<file path="src/rtl/phase_seq.sv">
module phase_seq #(
  parameter int N      = 8,
  parameter int WDOG_W = 16
) (
  input  logic              clk,
  input  logic              rst_n,
  input  logic              cmd_start,
  input  logic              cmd_stop,
  input  logic              coord_ack,
  input  logic [N-1:0]      done_i,
  input  logic [N-1:0]      enable_i,
  input  logic [WDOG_W-1:0] wdog_limit,
  output logic [1:0]        calc_state,
  output logic [1:0]        xchg_state,
  output logic              phase_go,
  output logic              phase_is_xchg,
  output logic              coord_win,
  output logic              running,
  output logic              wdog_err
);
  localparam logic [1:0] ST_OFF = 2'd0, ST_RDY = 2'd1, ST_ACT = 2'd2, ST_BLK = 2'd3;
  localparam logic [WDOG_W-1:0] CNT_MAX = {WDOG_W{1'b1}};

  logic              stop_pend;
  logic [WDOG_W-1:0] act_cnt;
  logic              all_done, any_ready, any_active, stopping, wd_hit;

  assign all_done   = &(done_i | ~enable_i);
  assign any_ready  = (calc_state == ST_RDY) || (xchg_state == ST_RDY);
  assign any_active = (calc_state == ST_ACT) || (xchg_state == ST_ACT);
  assign stopping   = stop_pend | cmd_stop;
  assign running    = (calc_state != ST_OFF);
  assign coord_win  = any_ready;
  assign wd_hit     = (wdog_limit != '0) &&
                      ({1'b0, act_cnt} + 1'b1 == {1'b0, wdog_limit});

  always_ff @(posedge clk or negedge rst_n) begin
    if (!rst_n) begin
      calc_state    <= ST_OFF;
      xchg_state    <= ST_OFF;
      stop_pend     <= 1'b0;
      phase_go      <= 1'b0;
      phase_is_xchg <= 1'b0;
      act_cnt       <= '0;
      wdog_err      <= 1'b0;
    end else begin
      phase_go <= 1'b0;
      if (!running) begin
        if (cmd_start) begin
          calc_state <= ST_RDY;
          xchg_state <= ST_BLK;
          stop_pend  <= 1'b0;
          wdog_err   <= 1'b0;
        end
      end else begin
        if (cmd_stop) stop_pend <= 1'b1;
        if (any_ready) begin
          if (stopping) begin
            calc_state <= ST_OFF;
            xchg_state <= ST_OFF;
            stop_pend  <= 1'b0;
          end else if (coord_ack) begin
            if (calc_state == ST_RDY) begin
              calc_state    <= ST_ACT;
              phase_is_xchg <= 1'b0;
            end else begin
              xchg_state    <= ST_ACT;
              phase_is_xchg <= 1'b1;
            end
            phase_go <= 1'b1;
            act_cnt  <= '0;
          end
        end else if (any_active) begin
          if (all_done) begin
            if (calc_state == ST_ACT) begin
              calc_state <= ST_BLK;
              xchg_state <= ST_RDY;
            end else begin
              xchg_state <= ST_BLK;
              calc_state <= ST_RDY;
            end
          end else begin
            if (wd_hit) wdog_err <= 1'b1;
            if (act_cnt != CNT_MAX) act_cnt <= act_cnt + 1'b1;
          end
        end
      end
    end
  end
endmodule

</file>
<file path="config.mk">
export PLATFORM = sky130hd
export DESIGN_NAME = phase_seq
export DESIGN_NICKNAME = d
export VERILOG_FILES = /design/src/rtl/phase_seq.sv
export SDC_FILE = /design/constraint.sdc
export NUM_CORES = 1
export LEC_CHECK = 0
export BUFFER_PORTS_ARGS = -buffer_cell sky130_fd_sc_hd__buf_2
export CORE_MARGIN = 1
export CORE_UTILIZATION = 49
export DETAILED_ROUTE_END_ITERATION = 6
export GPL_TIMING_DRIVEN = 0
export PLACE_DENSITY = 0.87
export SYNTH_ARGS = -nofsm -noshare
export SYNTH_HDL_FRONTEND = slang
export SYNTH_SLANG_ARGS = --single-unit
</file>
<file path="constraint.sdc">
create_clock -name clk -period 2 [get_ports clk]
set_input_delay 0.4 -clock clk [delete_from_list [all_inputs] [get_ports clk]]
set_output_delay 0.4 -clock clk [all_outputs]
set_load 0.005 [all_outputs]
</file>
# [After elaboration in Yosys (flattened, before gate mapping)]
# Index checks and enable logic that the tools add are counted.
[totals] reg_bits=24 inputBits=37 word_cells=84
[classes] addsub=2 n_eq_ne=18 n_mux=39 bitwise_logic=4 reduce_logical=14
[ops] cell="$mux 16" count=6
[ops] cell="$mux 2" count=18
[ops] cell="$add 16x1->17 const B" count=1
[ops] cell="$eq 17x16->1" count=1
[ops] cell="$add 16x1->16 const B" count=1
[ops] cell="$ne 16x16->1 const B" count=1
[ops] cell="$reduce_bool 16->1" count=1
[ops] cell="$mux 1" count=15
[ops] cell="$reduce_and 5->1" count=3
[ops] cell="$ne 2x2->1 const B" count=5
[ops] cell="$not 8->8" count=1
[ops] cell="$or 8x8->8" count=1
[ops] cell="$reduce_and 8->1" count=1
[ops] cell="$reduce_bool 2->1" count=4
[ops] cell="$ne 3x2->1 const B" count=2
[ops] cell="$reduce_and 6->1" count=1
[ops] cell="$eq 2x1->1 const B" count=2
[ops] cell="$eq 2x2->1 const B" count=2
[ops] cell="$ne 2x1->1 const B" count=2
[ops] cell="$ne 4x2->1 const B" count=1
[ops] cell="$ne 4x3->1 const B" count=1
[ops] cell="$ne 4x4->1 const B" count=1
[ops] cell="$reduce_and 4->1" count=1
[ops] cell="$logic_or 1x1->1" count=2
[ops] cell="other kinds (3)" count=3

# [Logic depth before layout (Yosys ltp)]
[depth] depth_word=8 depth_mapped=9 mapped_depth_nobuf=8

# [Worst setup path before layout]
# No wires, ideal clock.
[synth_path] path_kind="flip-flop to flip-flop" from="register act_cnt[0]" to="register act_cnt[12]" setup_time_ns=0.132 t_arrival_ns=1.937 path_slack_ns=-0.069 path_stages_with_launch=10 period_less_slack_ns=2.069 path_cell_list="dfrtp_1 -> ha_1 -> and3_1 -> nand3_2 -> nor2_1 -> or3_1 -> nor2b_2 -> buf_2 -> o21ai_0 -> o31ai_1"
[synth_via] elab_chain_len=5 elab_cells_between_ends=8 cone_classes="add/sub (1); eq/ne (1); mux (4); reduce/logical (2)"
[synth_rtl] item="start: declaration" line="25" source="logic [WDOG_W-1:0] act_cnt;"
[synth_rtl] item="start signal: assignment" line="84" source="if (act_cnt != CNT_MAX) act_cnt <= act_cnt + 1'b1;"
[synth_rtl] item="$add 16x1->16" line="84"
[synth_rtl] item="$mux 16" line="84"
[synth_rtl] item="$mux 16" line="74" source="if (all_done) begin"
[synth_rtl] item="$mux 16" line="73" source="end else if (any_active) begin"
[synth_rtl] item="$mux 16" line="57" source="if (any_ready) begin"
# Parallel ways exist; a longest one is shown, timed or not. The select of a mux whose other input is x is not followed.
# A chain may end at the register's enable or synchronous reset.

# [Final worst setup path]
[layout_path] from="register act_cnt[1]" to="register wdog_err"
[layout_via] elab_chain_len=5
[layout_rtl] item="$add 16x1->17" line="35" source="({1'b0, act_cnt} + 1'b1 == {1'b0, wdog_limit});"
[layout_rtl] item="$eq 17x16->1" line="35"
[layout_rtl] item="$logic_and 1x1->1" line="34" source="assign wd_hit = (wdog_limit != '0) &&"
[layout_rtl] item="$ne 2x1->1 (no line)"
[layout_rtl] item="$reduce_and 5->1 (no line)"
[layout_rtl] item="end signal: assignment" line="45" source="wdog_err <= 1'b0;"
[layout_rtl] item="end signal: assignment" line="53" source="wdog_err <= 1'b0;"
[layout_rtl] item="end signal: assignment" line="83" source="if (wd_hit) wdog_err <= 1'b1;"
[layout_rtl] item="end: declaration" line="19" source="output logic wdog_err"
# No other way between the ends.

==> metrics.txt <==
status=complete, but fails checks; Crit Path Class=reg2reg; Max FO, Critical Path=5; Max VDD drop=0.736 mV; failing checks=negative setup slack; vias=2148; IO Pins=46; Final GP Congestion=0.962; Leak Pwr=1.17 nW; Placed Cells=about 330; largest family of logic cells by synthesized area=simple AND/OR/NAND/NOR gates; Compound-Gate Fraction of Synth Area=0.227; DRT iter0 DRCs=167; wire per inst=17.4 um; root buffer cell=clkbuf_8; initial antenna violation count=0; Min-Delay Path Class=in2async; fin nets=roughly 340; ANT nets after route=0; CP Cell Sequence=buf_6, nand3_1, a21oi_1, or3b_2, o21ai_0, nand3_1, o41ai_2; Yosys cell types=49; Slowest cell on crit path=or3b_2; Pwr Total=roughly 2.3 mW; Worst Max-Slew Pin Slew=between 0.5 and 0.6 ns; CP endpoint kind=flip-flop; die area=4180 sq um; dominant cell type by area after synthesis=dfrtp_1; first-pass GRT wire length=roughly 9600 um; Core Region=between 3000 and 4000 sq um; Final Hold Viols=0; CP most frequent cell=nand3_1; DRC viols=0; Slew headroom=0.626; Worst Path Arrival=2.24 ns; CTS H-tree lvls=1; setup ws final=-0.0682 ns; RSZ-0062 raised after global routing=yes; Synth Area in Adders=0.00650; worst skew pair latency=0.28 ns; Synthesized Nets=273; clock period minus worst slack=2.07 ns; CTS tree=done; Sinks on Clock Net=24; clk_skew=0.0107 ns; Final HPWL DP=between 3000 and 4000 um; crit-path max cell delay=0.47 ns; largest net degree at the start of global routing=25; synthesis-stage register bit count=24; Syn-to-layout area delta=37.2%; Congestion Overflow GR=0; r2r setup slk=-0.07 ns; clock slew at reported path FFs=0.10 ns; post-synthesis cell area=1920 sq um; Chip Height=64.7 um; Seq/Total Area, Yosys=0.312; Req. time, crit path=2.17 ns; CTS buffer count=3; CP delay by family, top=simple AND/OR/NAND/NOR gates; top cells by area, synth=dfrtp_1, xnor2_1, o21ai_0; clock buffer depth=2; vias in the first global route=2030; Via density=about 6.2; ANT cells=0; layout cells sized above 1=0.411; pwr/cell area=872 nW/um^2; Reg2Reg Depth=7; Initial DRT Pass Iterations=4; fraction of synthesized area in multiplexers=0; Port Buf Inserts=45; maxcap violations=0; Cell Rows=22; Layout Cells excl Fill=345; total detailed-routing wirelength=5990 um; Slew Viols, Final=0; effective utilization at floorplan=0.518; Max Freq=0.484 GHz; Synth Instances=235; WHS=between 0.09 and 0.1 ns; Simple-Gate Fraction of Synth Area=0.294; GRT Util Overall=0.298; hold_buf cts=0; post-synth top area share=0.312; XOR/XNOR Fraction of Synth Area=0.100; # setup viols final=10; Levels on crit path=7; Async SR Flop Fraction=1.00; Post-synth EDFFs=0; CP bufs+invs=1; Post-Syn Area per Cell=about 8.2 sq um; final period utilization=1.03; synth warn=0; Final Util=0.710; top_reg_cell synth=dfrtp_1; Die Wd=64.7 um; startpoint types=flip-flop
==> metrics by stage <==
step	setup TNS (ns)	cell area, sq um	setup WS, ns
after floorplan	0	1940	0.0130
after CTS	-0.0122	2550	-0.0104
after global placement	-1.90	2220	-0.183
after global routing	-1.03	2640	-0.167
after detailed placement	-2.50	2220	-0.224
final	-0.431	2640	-0.0682
==> cells in the mapped netlist (4+ instances only) <==
cell type / n
nand3_1: 12
xor2_1: 7
buf_4: 4
o21ai_0: 25
inv_1: 4
xnor2_1: 15
nand2_1: 18
nand4_1: 5
a21oi_1: 11
buf_2: 6
nor2b_1: 7
and3_1: 7
nor2_1: 17
o31ai_1: 9
dfrtp_1: 24
clkbuf_1: 5
nand2b_1: 10
nor4_1: 5
==> state kept, by name (all words and copies together) (netlist names) <==
| register | count |
|---|---|
| act_cnt | 16 |
| calc_state | 2 |
| xchg_state | 2 |
| phase_go | 1 |
| phase_is_xchg | 1 |
| stop_pend | 1 |
| wdog_err | 1 |
==> cells by family (layout without fill, tap and decap cells) <==
logic type	count (synthesis)	count (layout)
AO/OA/AOI/OAI	68	68
XOR/XNOR	22	22
adder cells (fa/ha/maj)	1	1
buffers and inverters	21	83
flip-flops	24	24
AND/OR/NAND/NOR	99	99
==> per-layer routing <==
layer / vias to the layer above / global-route usage / share of wire
li1: 987 / - / -
met2: 105 / 0.517 / 0.50
met3: 19 / 0.0440 / 0.064
met5: - / 0 / 0
met1: 1037 / 0.363 / 0.40
met4: 0 / 0.133 / 0.033
==> path summary, 6_finish.rpt <==
| path | start | end |
|---|---|---|
| min in group clk | cmd_start | stop_pend |
| max in group asynchronous | rst_n | xchg_state[1] |
| worst max-delay path | act_cnt[1] | wdog_err |
| worst max register to register | act_cnt[1] | wdog_err |
| worst min-delay path | rst_n | act_cnt[2] |
| worst min register to register | act_cnt[15] | act_cnt[15] |
==> report_power, final <==
part	internal (mW)	leakage, nW	total [mW]	switching [mW]
Combinational	0.530	0.812	1.20	0.665
Clock	0.268	0.0357	0.439	0.171
Sequential	0.566	0.322	0.669	0.103
==> cell usage in the layout (no fill, tap or decap), types with 10 or more instances in the layout <==
master,count
buf_2,46
dfrtp_1,22
nand2_1,18
o21ai_0,17
nor2_1,15
xnor2_1,15
buf_4,14
nand2b_1,10
buf_6,10
nand3_1,10
==> repair_timing <==
| action | in CTS | in global routing |
|---|---|---|
| setup buffers | 13 | 0 |
| pin swaps | 3 | 6 |
| resized for setup | 46 | 24 |
| gates cloned | 1 | 0 |
| setup endpoints to repair | 18 | 17 |
==> layout make-up <==
cell class              count  area (sq um)
well taps                  48          60.1
fillers                   286          1080
repair buffers             59           342
clock inverters             1          30.0
clock buffers               3          41.3
multi-input cells         190          1420
flip-flops and latches     24           603
inverters                   4          15.0
plain buffers              16           133
No activity file was read; power rests on OpenSTA's default activity.
